## config.mk

```make
export PLATFORM = sky130hd
export DESIGN_NAME = spn_core
export DESIGN_NICKNAME = d
export VERILOG_FILES = /design/src/rtl/spn_pkg.sv /design/src/rtl/spn_rst_sync.sv /design/src/rtl/spn_param_bank.sv /design/src/rtl/spn_syn_sum.sv /design/src/rtl/spn_coef_mul.sv /design/src/rtl/spn_iir2.sv /design/src/rtl/spn_core.sv
export SDC_FILE = /design/constraint.sdc
export NUM_CORES = 1
export LEC_CHECK = 0
export BUFFER_PORTS_ARGS = -buffer_cell sky130_fd_sc_hd__buf_4
export CAP_MARGIN = 20
export CORE_MARGIN = 10
export CORE_UTILIZATION = 64
export DETAILED_ROUTE_END_ITERATION = 10
export GPL_TIMING_DRIVEN = 0
export HOLD_SLACK_MARGIN = 0.08
export PLACE_DENSITY = 0.82
export SYNTH_ARGS = -nofsm -noshare
export SYNTH_HDL_FRONTEND = slang
export SYNTH_SLANG_ARGS = --single-unit
```

## constraint.sdc

```tcl
create_clock -name clk -period 3.98 [get_ports clk]
set_clock_uncertainty 0.2 [all_clocks]
set_input_delay 0.199 -clock clk [delete_from_list [all_inputs] [get_ports clk]]
set_output_delay 0.199 -clock clk [all_outputs]
set_load 0.01 [all_outputs]
```

## src/rtl/spn_pkg.sv

```systemverilog
`timescale 1ns/1ps
package spn_pkg;
  localparam int unsigned DW   = 6;          // data width of weights, threshold, state
  localparam int unsigned CW   = 4;          // coefficient code width
  localparam int unsigned XW   = DW + 3;     // headroom for one scaled term plus one add
  localparam int unsigned NSYN = 4;          // synapse count
  localparam int unsigned NTAP = 5;          // b0 b1 b2 a1 a2
  localparam int unsigned NFF  = 3;          // taps below this index are feed-forward
  localparam int unsigned AW   = 4;          // parameter address width
  localparam int unsigned NVAL = NSYN + 1;   // weights + threshold

  typedef logic signed [DW-1:0] sv_t;
  typedef logic signed [XW-1:0] xv_t;

  localparam xv_t XMAX = xv_t'((1 << (DW-1)) - 1);
  localparam xv_t XMIN = -xv_t'(1 << (DW-1));

  function automatic xv_t widen(input sv_t v);
    return xv_t'(v);
  endfunction

  function automatic sv_t clamp(input xv_t v);
    if (v > XMAX)      return sv_t'(XMAX);
    else if (v < XMIN) return sv_t'(XMIN);
    else               return sv_t'(v);
  endfunction
endpackage

```

## src/rtl/spn_rst_sync.sv

```systemverilog
`timescale 1ns/1ps
module spn_rst_sync #(
  parameter int unsigned STAGES = 2
) (
  input  logic clk,
  input  logic rst_n,
  output logic rst_q_n
);
  logic [STAGES-1:0] sh_q;
  logic [STAGES-1:0] sh_d;

  always_comb sh_d = {sh_q[STAGES-2:0], 1'b1};

  always_ff @(posedge clk or negedge rst_n) begin
    if (!rst_n) sh_q <= '0;
    else        sh_q <= sh_d;
  end

  assign rst_q_n = sh_q[STAGES-1];
endmodule

```

## src/rtl/spn_param_bank.sv

```systemverilog
`timescale 1ns/1ps
module spn_param_bank
  import spn_pkg::*;
(
  input  logic                 clk,
  input  logic                 rst_n,
  input  logic                 open,
  input  logic                 we,
  input  logic [AW-1:0]        addr,
  input  logic [DW-1:0]        data,
  output logic [NSYN*DW-1:0]   w_flat,
  output sv_t                  vth,
  output logic [NTAP*CW-1:0]   codes_flat
);
  for (genvar g = 0; g < NVAL; g++) begin : g_val
    logic          hit;
    logic [DW-1:0] v_q;
    assign hit = open && we && (addr == AW'(g));
    always_ff @(posedge clk or negedge rst_n) begin
      if (!rst_n)   v_q <= '0;
      else if (hit) v_q <= data;
    end
    if (g < NSYN) begin : g_w
      assign w_flat[g*DW +: DW] = v_q;
    end else begin : g_th
      assign vth = sv_t'(v_q);
    end
  end

  for (genvar t = 0; t < NTAP; t++) begin : g_cod
    logic          hit;
    logic [CW-1:0] c_q;
    assign hit = open && we && (addr == AW'(NVAL + t));
    always_ff @(posedge clk or negedge rst_n) begin
      if (!rst_n)   c_q <= '0;
      else if (hit) c_q <= data[CW-1:0];
    end
    assign codes_flat[t*CW +: CW] = c_q;
  end
endmodule

```

## src/rtl/spn_syn_sum.sv

```systemverilog
`timescale 1ns/1ps
module spn_syn_sum
  import spn_pkg::*;
(
  input  logic [NSYN-1:0]    spk,
  input  logic [NSYN*DW-1:0] w_flat,
  output sv_t                drive
);
  sv_t part [NSYN+1];
  assign part[0] = '0;

  for (genvar i = 0; i < NSYN; i++) begin : g_add
    sv_t gated;
    assign gated      = spk[i] ? sv_t'(w_flat[i*DW +: DW]) : '0;
    assign part[i+1]  = clamp(widen(part[i]) + widen(gated));
  end

  assign drive = part[NSYN];
endmodule

```

## src/rtl/spn_coef_mul.sv

```systemverilog
`timescale 1ns/1ps
module spn_coef_mul
  import spn_pkg::*;
(
  input  logic [CW-1:0] code,
  input  sv_t           v,
  output xv_t           p
);
  xv_t vw;
  xv_t mag;

  always_comb begin
    vw = widen(v);
    case (code[CW-2:0])
      3'd1:    mag = vw <<< 1;
      3'd2:    mag = vw;
      3'd3:    mag = vw >>> 1;
      3'd4:    mag = vw >>> 2;
      3'd5:    mag = vw >>> 3;
      default: mag = '0;
    endcase
    p = code[CW-1] ? -mag : mag;
  end
endmodule

```

## src/rtl/spn_iir2.sv

```systemverilog
`timescale 1ns/1ps
module spn_iir2
  import spn_pkg::*;
(
  input  logic               clk,
  input  logic               rst_n,
  input  logic               clr,
  input  sv_t                x_in,
  input  logic [NTAP*CW-1:0] codes_flat,
  input  sv_t                vth,
  output sv_t                memb,
  output logic               spike
);
  sv_t  x1_q, x2_q, y1_q, y2_q;
  sv_t  x1_d, x2_d, y1_d, y2_d;
  logic spk_q, spk_d;

  sv_t tap  [NTAP];
  xv_t prod [NTAP];
  sv_t acc  [NTAP];

  assign tap[0] = x_in;
  assign tap[1] = x1_q;
  assign tap[2] = x2_q;
  assign tap[3] = y1_q;
  assign tap[4] = y2_q;

  for (genvar g = 0; g < NTAP; g++) begin : g_mul
    spn_coef_mul u_mul (
      .code (codes_flat[g*CW +: CW]),
      .v    (tap[g]),
      .p    (prod[g])
    );
  end

  assign acc[0] = clamp(prod[0]);
  for (genvar g = 1; g < NTAP; g++) begin : g_acc
    if (g < NFF) begin : g_ff
      assign acc[g] = clamp(widen(acc[g-1]) + prod[g]);
    end else begin : g_fb
      assign acc[g] = clamp(widen(acc[g-1]) - prod[g]);
    end
  end

  always_comb begin
    if (clr) begin
      x1_d  = '0;
      x2_d  = '0;
      y1_d  = '0;
      y2_d  = '0;
      spk_d = 1'b0;
    end else begin
      x1_d  = x_in;
      x2_d  = x1_q;
      y1_d  = acc[NTAP-1];
      y2_d  = y1_q;
      spk_d = (acc[NTAP-1] >= vth);
    end
  end

  always_ff @(posedge clk or negedge rst_n) begin
    if (!rst_n) begin
      x1_q  <= '0;
      x2_q  <= '0;
      y1_q  <= '0;
      y2_q  <= '0;
      spk_q <= 1'b0;
    end else begin
      x1_q  <= x1_d;
      x2_q  <= x2_d;
      y1_q  <= y1_d;
      y2_q  <= y2_d;
      spk_q <= spk_d;
    end
  end

  assign memb  = y1_q;
  assign spike = spk_q;
endmodule

```

## src/rtl/spn_core.sv

```systemverilog
`timescale 1ns/1ps
module spn_core
  import spn_pkg::*;
#(
  parameter int unsigned SYNC_STAGES = 2
) (
  input  logic            clk,
  input  logic            rst_n,
  input  logic            clr,
  input  logic [NSYN-1:0] spk_in,
  input  logic            cfg_we,
  input  logic [AW-1:0]   cfg_addr,
  input  logic [DW-1:0]   cfg_data,
  input  logic            chain_sel,
  input  logic [DW-1:0]   chain_in,
  output logic [DW-1:0]   memb_out,
  output logic            spike_out
);
  logic               rst_q_n;
  logic [NSYN*DW-1:0] w_flat;
  sv_t                vth;
  logic [NTAP*CW-1:0] codes_flat;
  sv_t                drive;
  sv_t                x_sel;
  sv_t                memb;

  spn_rst_sync #(.STAGES(SYNC_STAGES)) u_rst (
    .clk     (clk),
    .rst_n   (rst_n),
    .rst_q_n (rst_q_n)
  );

  spn_param_bank u_prm (
    .clk        (clk),
    .rst_n      (rst_q_n),
    .open       (clr),
    .we         (cfg_we),
    .addr       (cfg_addr),
    .data       (cfg_data),
    .w_flat     (w_flat),
    .vth        (vth),
    .codes_flat (codes_flat)
  );

  spn_syn_sum u_sum (
    .spk    (spk_in),
    .w_flat (w_flat),
    .drive  (drive)
  );

  assign x_sel = chain_sel ? sv_t'(chain_in) : drive;

  spn_iir2 u_iir (
    .clk        (clk),
    .rst_n      (rst_q_n),
    .clr        (clr),
    .x_in       (x_sel),
    .codes_flat (codes_flat),
    .vth        (vth),
    .memb       (memb),
    .spike      (spike_out)
  );

  assign memb_out = memb;
endmodule

```

# Word-level counts from Yosys, hierarchy flattened
# Cells that the tools add are included.
word_totals:
  register_bits: 77
  inputBits: 25
  output_inout_bits: 7
  word_cells: 131
classes:
  add_sub_neg: 12
  order_cmp: 19
  eq_ne: 34
  muxes: 38
  reduce_logical: 12
op_table:
  columns: ["operator", "count"]
  rows:
  - ["one-hot mux 9 bit (5 select lines)", 5]
  - ["2-to-1 mux 6 bit", 27]
  - ["greater-than comparator 9 x 6 -> 1 bit (second input constant)", 8]
  - ["less-than comparator 9 x 6 -> 1 bit (second input constant)", 8]
  - ["2-to-1 mux 9 bit", 5]
  - ["negator 9 bit", 5]
  - ["== test 3 x 2 -> 1 bit (second input constant)", 10]
  - ["== test 3 bit (second input constant)", 10]
  - ["adder 6 x 6 -> 7 bit", 3]
  - ["adder 6 x 9 -> 9 bit", 2]
  - ["subtractor 6 x 9 -> 9 bit", 2]
  - ["== test 4 x 3 -> 1 bit (second input constant)", 4]
  - ["== test 3 x 1 -> 1 bit (second input constant)", 5]
  - ["logical AND 1 bit", 11]
  - ["== test 4 x 2 -> 1 bit (second input constant)", 2]
  - ["== test 4 bit (second input constant)", 2]
  - ["greater-or-equal comparator 6 bit", 1]
  - ["greater-than comparator 6 bit (second input constant)", 1]
  - ["less-than comparator 6 bit (second input constant)", 1]
  - ["== test 4 x 1 -> 1 bit (second input constant)", 1]
  - ["zero test 4 bit", 1]
  - ["2-to-1 mux 1 bit", 1]

# Logic depth before layout (Yosys ltp)
# Gate-level depths: netlist of the first run.
logic_depth:
  ltp_word: 41
  mapped_depth: 100
  depth_no_buf: 99

# Cells and area by module
# From an unflattened synthesis of the first run, not the netlist that was laid out.
hier_totals:
  cells_unflattened: 896
  area_unflattened_um2: 8051.5
modules_own_cells:
  columns: ["mod", "n_inst", "cells_per_inst", "area_per_inst_um2", "seq_area_each_um2"]
  rows:
  - ["spn_iir2", 1, 318, 2723.9, 625.6]
  - ["spn_param_bank", 1, 121, 1938.1, 1251.2]
  - ["spn_coef_mul", 5, 51, 375.4, 0.0]
  - ["spn_syn_sum", 1, 192, 1357.6, 0.0]
  - ["spn_core", 1, 7, 101.3, 0.0]
  - ["spn_rst_sync", 1, 3, 53.8, 50.0]

# Least setup slack after synthesis of the first run
# OpenSTA, ideal clock, no wires.
synth_path:
  path_type: "reg-to-reg"
  from: "register u_prm.g_val[1].v_q[0]"
  to: "register u_iir.spk_q (netlist: u_iir.spike)"
  setup_time_ps: 147
  t_arrival_ps: 16662
  required_ps: 3633
  path_slack_ps: -13029
  stages_incl_launch_ff: 97
  n_path_buf: 1
  synth_period_minus_slack_ps: 17009
  path_cell_list: "dfrtp_1 > and2_1 > ha_1 > inv_1 > fa_1 > nor2b_1 > o21ai_0 > nand2b_1 > nand2_1 > a31oi_1 > nor2_1 > nor2_1 > ha_1 > inv_1 > fa_1 > nor2b_1 > o21ai_0 > nand2b_1 > [... 61 more ...] > a21o_1 > a21oi_1 > nor2b_1 > o21ai_0 > nand2b_1 > and3_1 > a211oi_1 > xor2_1 > xnor3_2 > nor2b_2 > a21o_1 > ha_1 > nand2b_1 > a21o_1 > a21oi_1 > nor2b_1 > o21ai_0 > a221oi_1"
synth_via:
  elab_chain_cells: 38
  elab_cells_between_ends: 46
  classes_between: "add/sub: 8; order compare: 17; mux: 21"
synth_lines:
  columns: ["element", "line", "text"]
  rows:
  - ["from (decl)", "spn_param_bank.sv:17", "logic [DW-1:0] v_q;"]
  - ["from (signal assigned)", "spn_param_bank.sv:21", "else if (hit) v_q <= data;"]
  - ["2-to-1 mux 6 bit *", "spn_syn_sum.sv:14", "assign gated = spk[i] ? sv_t'(w_flat[i*DW +: DW]) : '0;"]
  - ["adder 6 x 6 -> 7 bit *", "spn_syn_sum.sv:15", "assign part[i+1] = clamp(widen(part[i]) + widen(gated));"]
  - ["less-than comparator 9 x 6 -> 1 bit", "spn_pkg.sv:24", "else if (v < XMIN) return sv_t'(XMIN);"]
  - ["2-to-1 mux 6 bit", "spn_pkg.sv:24", null]
  - ["2-to-1 mux 6 bit *", "spn_pkg.sv:23", "if (v > XMAX) return sv_t'(XMAX);"]
  - ["adder 6 x 6 -> 7 bit *", "spn_syn_sum.sv:15", null]
  - ["less-than comparator 9 x 6 -> 1 bit", "spn_pkg.sv:24", null]
  - ["2-to-1 mux 6 bit", "spn_pkg.sv:24", null]
  - ["[... 23 more ...]", null, null]
  - ["2-to-1 mux 6 bit *", "spn_pkg.sv:23", null]
  - ["subtractor 6 x 9 -> 9 bit *", "spn_iir2.sv:41", "assign acc[g] = clamp(widen(acc[g-1]) - prod[g]);"]
  - ["less-than comparator 9 x 6 -> 1 bit", "spn_pkg.sv:24", null]
  - ["2-to-1 mux 6 bit", "spn_pkg.sv:24", null]
  - ["2-to-1 mux 6 bit *", "spn_pkg.sv:23", null]
  - ["greater-or-equal comparator 6 bit *", "spn_iir2.sv:57", "spk_d = (acc[NTAP-1] >= vth);"]
  - ["2-to-1 mux 1 bit *", "spn_iir2.sv:46", "if (clr) begin"]
  - ["named net u_iir.spk_d", "spn_iir2.sv:16", "logic spk_q, spk_d;"]
  - ["to (signal assigned)", "spn_iir2.sv:73", "spk_q <= spk_d;"]
  - ["to (decl)", "spn_iir2.sv:16", null]
# The timed path passes the listed nets; every way through them passes the cells marked *.
# A chain may end at the register's enable or synchronous reset.

# Final worst setup path of the first run
# Same ends and word-level chain as after synthesis.

==> results of run 1 <==
[registers in the layout, indices dropped and copies added, names as in the netlist]
name / flops
u_iir.x1_q: 6
u_prm.g_val.v_q: 24
u_iir.x2_q: 6
u_iir.memb: 6
u_prm.g_cod.c_q: 20
u_iir.y2_q: 6
u_rst.sh_q: 2
u_prm.vth: 6
u_iir.spike: 1
[per-layer routing]
layer  vias to the layer above  global-route usage, %  part of all wire [%]
li1                       3401                      -                     -
met1                      3541                   30.4                    40
met2                       346                   45.8                    51
met3                        77                   3.22                   5.7
met4                         0                   9.43                   3.6
met5                         -                      0                     0
[critical path: cells and delay by family, from the launching register on]
| family | cells | cell delay, ps |
|---|---|---|
| compound gates | 41 | 7210 |
| simple gates | 26 | 3880 |
| fa+ha+maj | 14 | 3680 |
| xor+xnor | 7 | 1610 |
| buf+inv | 9 | 580 |
| flops | 1 | 350 |
[logic make-up after synthesis]
logic type	count (synthesis)	share of synthesized area, %
other	1	0.0491
DFF	77	25.2
muxes	82	11.7
AOI/OAI and AO/OA	223	20.3
buffers and inverters	91	4.57
adders and majority gates	68	11.8
and+or+nand+nor	259	18.3
xor gates and xnor gates	69	8.10
[cell usage after synthesis (27+ instances only)]
cell      count
o21ai_0      44
mux2_2       58
inv_1        58
xnor2_1      48
nor2b_1      31
a21oi_1      52
dfrtp_1      77
a21o_1       31
nor2_1       43
nand2b_1     27
ha_1         61
nand2_1      64
[worst max-delay path by stage]
| stage | from | slack, ps | to | cells past startpoint |
|---|---|---|---|---|
| after global routing | u_prm.g_val[0].v_q[0]$_DFFE_PN0P_ | -14360 | u_iir.spike$_DFF_PN0_ | 97 |
| after floorplan | u_prm.g_val[0].v_q[1]$_DFFE_PN0P_ | -11840 | u_iir.spike$_DFF_PN0_ | 94 |
| after detailed placement | u_prm.g_val[1].v_q[0]$_DFFE_PN0P_ | -13940 | u_iir.spike$_DFF_PN0_ | 94 |
| after global placement | u_prm.g_val[1].v_q[0]$_DFFE_PN0P_ | -13260 | u_iir.spike$_DFF_PN0_ | 98 |
| after CTS | u_prm.g_val[1].v_q[0]$_DFFE_PN0P_ | -13010 | u_iir.spike$_DFF_PN0_ | 98 |
| final | u_prm.g_val[1].v_q[0]$_DFFE_PN0P_ | -13690 | u_iir.spike$_DFF_PN0_ | 97 |
[repair_timing]
| action | CTS | global route |
|---|---|---|
| gates resized for setup | 61 | 51 |
| pin swaps | 55 | 86 |
| hold endpoints to repair | 19 | 2 |
| buffers inserted | 70 | 41 |
| endpoints found under the setup margin | 13 | 13 |
[area by class of cell]
cell class,count,area share (%)
buffer,31,1.29
clock buffer,9,2.27
clock inverter,7,1.06
inverter,58,2.24
multi-input combinational,702,60.6
sequential,77,19.4
tap,143,1.80
timing repair buffer,140,11.3
[through the flow]
step | setup WS (ps) | std cells
after floorplan | -11840 | 870
after global placement | -13260 | 1040
after detailed placement | -13940 | 1040
after CTS | -13010 | 1130
after global routing | -14360 | 1167
final | -13690 | 1167
==> summary.txt, run 1 <==
Setup path
  • R2R cell count: 97
  • Startpoint Class: register
  • R2R setup slack: -13690 ps
  • Critical R2R Capture: u_iir.spike$_DFF_PN0_
  • CP max stage cell: or3_4
  • Crit path max fanout: 6
  • Crit path required time: 3970 ps
  • Reg2reg start: u_prm.g_val[1].v_q[0]$_DFFE_PN0P_
  • Crit end category: register
  • Crit path largest cell delay: 410 ps
  • Kind of critical path: register to register
  • Crit-path most repeated cell: a21o_1
  • CP arrival: 17660 ps

Timing
  • Unrepaired setup endpoints after global routing: yes
  • Final worst slack: -13690 ps
  • Tcrit/Tclk final: 444%
  • Fin Setup TNS: -101390 ps
  • Final setup viols: 13
  • Final period demand of the worst path: 17670 ps
  • Min Hold Slack: -31.2 ps
  • Final hold violations: 2
  • Max Clk Rate: 0.0566 GHz
  • Pins Over Slew Limit: 0
  • Max_slew headroom: 25.4%
  • Worst-Margin Slew: 1110 ps

Cells and area
  • Nets: 1112
  • Fillers: 609
  • Synthesis-to-layout area growth: 29.9%
  • Post-route design area: 0.00993 mm²
  • Antenna diodes: 0
  • Share of cells above drive strength 1: 33.5%
  • Final core occ: 85.8%
  • Commonest non-fill, non-tap cells in the layout: buf_4 (124), dfrtp_1 (76), nand2_1 (58), mux2_2 (58)
  • Sequential cell area: 0.00193 mm²
  • Multi-input gate area: 0.00601 mm²
  • Most common cell after layout, fill and taps aside: buf_4

Synthesis
  • Synthesized cell area: 0.00764 mm²
  • Synth Flop Type: dfrtp_1
  • Cells after Synth: 870
  • Netlist cell types: 76
  • Synth top area cells: dfrtp_1 (25%), ha_1 (10%), mux2_2 (8.5%)
  • EDFF count, synth: 0
  • Yosys top cell by area: dfrtp_1
  • Yosys reg bits: 77
  • Share of the synthesized area in the top cell type: 25.2%
  • Post-Syn Nets: 963
  • Register area share after synthesis: 25.2%
  • Mean Syn Cell Area: 8.79 µm²
  • Synth warn: 0
  • Ys async rst share: 100%

Floorplan
  • Die Y: 129 µm
  • FP Rows: 39
  • Die W: 129 µm
  • Initial Utilization: 66.1%
  • Die ar.: 0.0167 mm²
  • Io pins: 32
  • Placeable Area: 0.0116 mm²

Global route
  • First-pass GRT wire length: 35000 µm
  • Total grt overflow: 0
  • Pin count of the biggest net entering global routing: 76
  • Initial antenna violation count: 0
  • Number of global-route vias before repair: 7242
  • All-Layer GR Usage: 25.5%

Clocking
  • Clk slew on worst S/H paths: 70 ps
  • Total CTS buffers: 9
  • CTS Sinks: 77
  • Hold_buf cts: 5
  • CTS tree: done
  • Clock Path Buffers: 2
  • Clock root buffer: clkbuf_16
  • Clk_lat worst skew: 330 ps
  • H-tree depth: 3

Route
  • Vias: 7365
  • DRC viols: 0
  • DRT iter0 DRCs: 637
  • Wirelength per Cell: 20.0 µm
  • Antenna viol nets, final: 0
  • DR vias/cell: 6.31
  • DRT Wirelength: 23300 µm
  • Drt pass-1 iters: 6

Placement
  • Routability congestion estimate: 0.941
  • Placed cell area: 0.00824 mm²
  • Dpl hpwl: 14500 µm
  • Buffers on Ports: 27

Worst hold path
  • End point of the worst hold path: u_iir.x1_q[2]$_DFF_PN0_
  • Worst Hold Depth: 3
  • Hold crit path type: primary input to register
  • HP Start: chain_in[2]

Outcome
  • Failing checks: negative hold slack, negative setup slack
  • Status: finished, violations left

Flow run
  • Max Cap Violations: 0
Power of run 1 is not shown: default switching activity piles up to over one toggle a cycle in this logic, so the estimate is an artifact.
==> inputs of run 2 (changes only) <==
PLACE_DENSITY = default   (was 0.82)
PLACE_DENSITY_LB_ADDON = 0.08   (was default)
==> run 2 against run 1 <==
- the run still ends with negative hold slack, negative setup slack left
- first-iteration DRC count is 4.6% higher
- global-route usage is 1.2 points lower
- routed wire length is 0.22% lower
- setup slack worse by 73 ps
- sequential share of layout area grew 0.20 points
- critical path depth down 2
- maximum frequency shrank 0.41%
==> summary.txt, run 2 (synthesized netlist as in run 1, its figures left out) <==
Outcome
  • Status: finished, violations left
  • Failing checks: negative hold slack, negative setup slack

Cells and area
  • Fillers: 577
  • Synthesis-to-layout area growth: 28.5%
  • Nets: 1106
  • Antenna diodes: 0
  • Final Non-Filler Cells: 1161
  • Commonest non-fill, non-tap cells in the layout: buf_4 (110), dfrtp_1 (76), nand2_1 (58), mux2_2 (58), inv_1 (49)
  • Max reg flops: 24
  • Share of cells above drive strength 1: 32.7%
  • Largest Register: u_prm.g_val.v_q
  • Biggest regs: u_prm.g_val.v_q (24), u_prm.g_cod.c_q (20)
  • Most common cell after layout, fill and taps aside: buf_4

Setup path
  • Crit end category: register
  • Kind of critical path: register to register
  • Worst Path Buf+Inv: 11
  • CP max stage cell: or3_4
  • Startpoint Class: register
  • Crit path required time: 3960 ps
  • Crit path max fanout: 6
  • Crit-path most repeated cell: a21o_1
  • CP arrival: 17730 ps
  • Crit path largest cell delay: 440 ps
  • Cell family with most CP delay: compound AO/OA/AOI/OAI gates

Route
  • DRT iter0 DRCs: 666
  • DRT Wirelength: 23300 µm
  • Vias: 7365
  • DR vias/cell: 6.34
  • Drt pass-1 iters: 7
  • Antenna viol nets, final: 0
  • DRC viols: 0
  • Wirelength per Cell: 20.0 µm

Timing
  • Worst-Margin Slew: 944 ps
  • Final worst slack: -13770 ps
  • Unrepaired setup endpoints after global routing: yes
  • Min Hold Slack: -7.38 ps
  • Pins Over Slew Limit: 0
  • Tcrit/Tclk final: 446%
  • Max Clk Rate: 0.0564 GHz
  • Final hold violations: 1
  • Final period demand of the worst path: 17750 ps
  • Max_slew headroom: 37.1%
  • Final setup viols: 13

Floorplan
  • Initial Utilization: 66.1%
  • Die Y: 129 µm
  • FP Rows: 39
  • Die ar.: 0.0167 mm²
  • Placeable Area: 0.0116 mm²
  • Die W: 129 µm
  • Io pins: 32

Clocking
  • Clock Path Buffers: 2
  • Clk_lat worst skew: 330 ps
  • Hold_buf cts: 5
  • Clk slew on worst S/H paths: 60 ps
  • Total CTS buffers: 9
  • CTS tree: done
  • H-tree depth: 3
  • Clock root buffer: clkbuf_16
  • CTS Sinks: 77

Flow run
  • Max Cap Violations: 0

Placement
  • Routability congestion estimate: 0.917
  • Buffers on Ports: 27
  • Dpl hpwl: 14000 µm
  • Cell count after placement: 1040

Global route
  • Pin count of the biggest net entering global routing: 76
  • First-pass GRT wire length: 33400 µm
  • Total grt overflow: 0
  • All-Layer GR Usage: 24.3%
  • Initial antenna violation count: 0
  • Number of global-route vias before repair: 7137

Worst hold path
  • Hold crit path type: primary input to register
==> run 2: changes by cell type in the layout (fill, tap and decap cells not counted), moves of 2 or more <==
cell      before  now
nor2b_1       26   28
buf_6         10   19
buf_4        124  110
xnor2_2        7    9
a211oi_4       3    1
buf_12         2    0
a211oi_2       3    5
==> run 2: what timing repair did <==
action	CTS	global route
endpoints found under the hold margin	18	1
pin swaps	62	80
cloned	0	0
buffers inserted	68	35
endpoints found under the setup margin	13	13
resized for setup	59	53
==> run 2: layer usage <==
metal / wire [µm] / global-route usage, % / vias up
met5: 0 / 0 / -
met4: 844 / 8.76 / 0
met3: 1220 / 2.98 / 98
met2: 12100 / 44.0 / 333
met1: 9130 / 28.9 / 3541
li1: - / - / 3393
==> run 2: area by class of cell <==
class | count | area, µm² | area share [%]
multi-input cells | 702 | 5980 | 60.9
flip-flops and latches | 77 | 1930 | 19.7
repair buffers | 134 | 1080 | 11.0
clock buffers | 10 | 229 | 2.33
inverters | 58 | 220 | 2.24
well taps | 143 | 179 | 1.82
plain buffers | 31 | 128 | 1.30
clock inverters | 6 | 71.3 | 0.726
==> run 2: per-stage QoR <==
stage | setup TNS (ps) | hold WS (ps) | setup slack, ps | util (%) | instance area [µm²]
after CTS | -94670 | -21.1 | -12930 | 80.5 | 9310
after global placement | -94580 | -219 | -13240 | 71.3 | 8240
after floorplan | -82600 | -297 | -11840 | - | 7860
after detailed placement | -99790 | -216 | -13870 | 71.3 | 8240
final | -103650 | -7.38 | -13770 | 85.0 | 9820
after global routing | -110050 | 7.71 | -14540 | 85.0 | 9820
==> run 2: worst paths after layout <==
kind / end / startpoint / slack, ps / cells past startpoint
worst min-delay path: u_iir.x1_q[2]$_DFF_PN0_ / chain_in[2] / -7 / 3
worst min register to register: u_rst.sh_q[1]$_DFF_PN0_ / u_rst.sh_q[0]$_DFF_PN0_ / 170 / 0
worst max-delay path: u_iir.spike$_DFF_PN0_ / u_prm.g_val[0].v_q[1]$_DFFE_PN0P_ / -13770 / 95
min in group asynchronous: u_prm.g_cod[4].c_q[3]$_DFFE_PN0P_ / u_rst.sh_q[1]$_DFF_PN0_ / 280 / 0
worst max register to register: u_iir.spike$_DFF_PN0_ / u_prm.g_val[0].v_q[1]$_DFFE_PN0P_ / -13770 / 95
max in group asynchronous: u_iir.x2_q[4]$_DFF_PN0_ / u_rst.sh_q[1]$_DFF_PN0_ / 2690 / 0
==> run 2: tightest hold or removal path, delay by kind of cell <==
family	cells	cell delay [ps]
AO/OA/AOI/OAI	1	80
buffers and inverters	1	110
AND/OR/NAND/NOR	1	90
Power of run 2 is left out for the same reason.
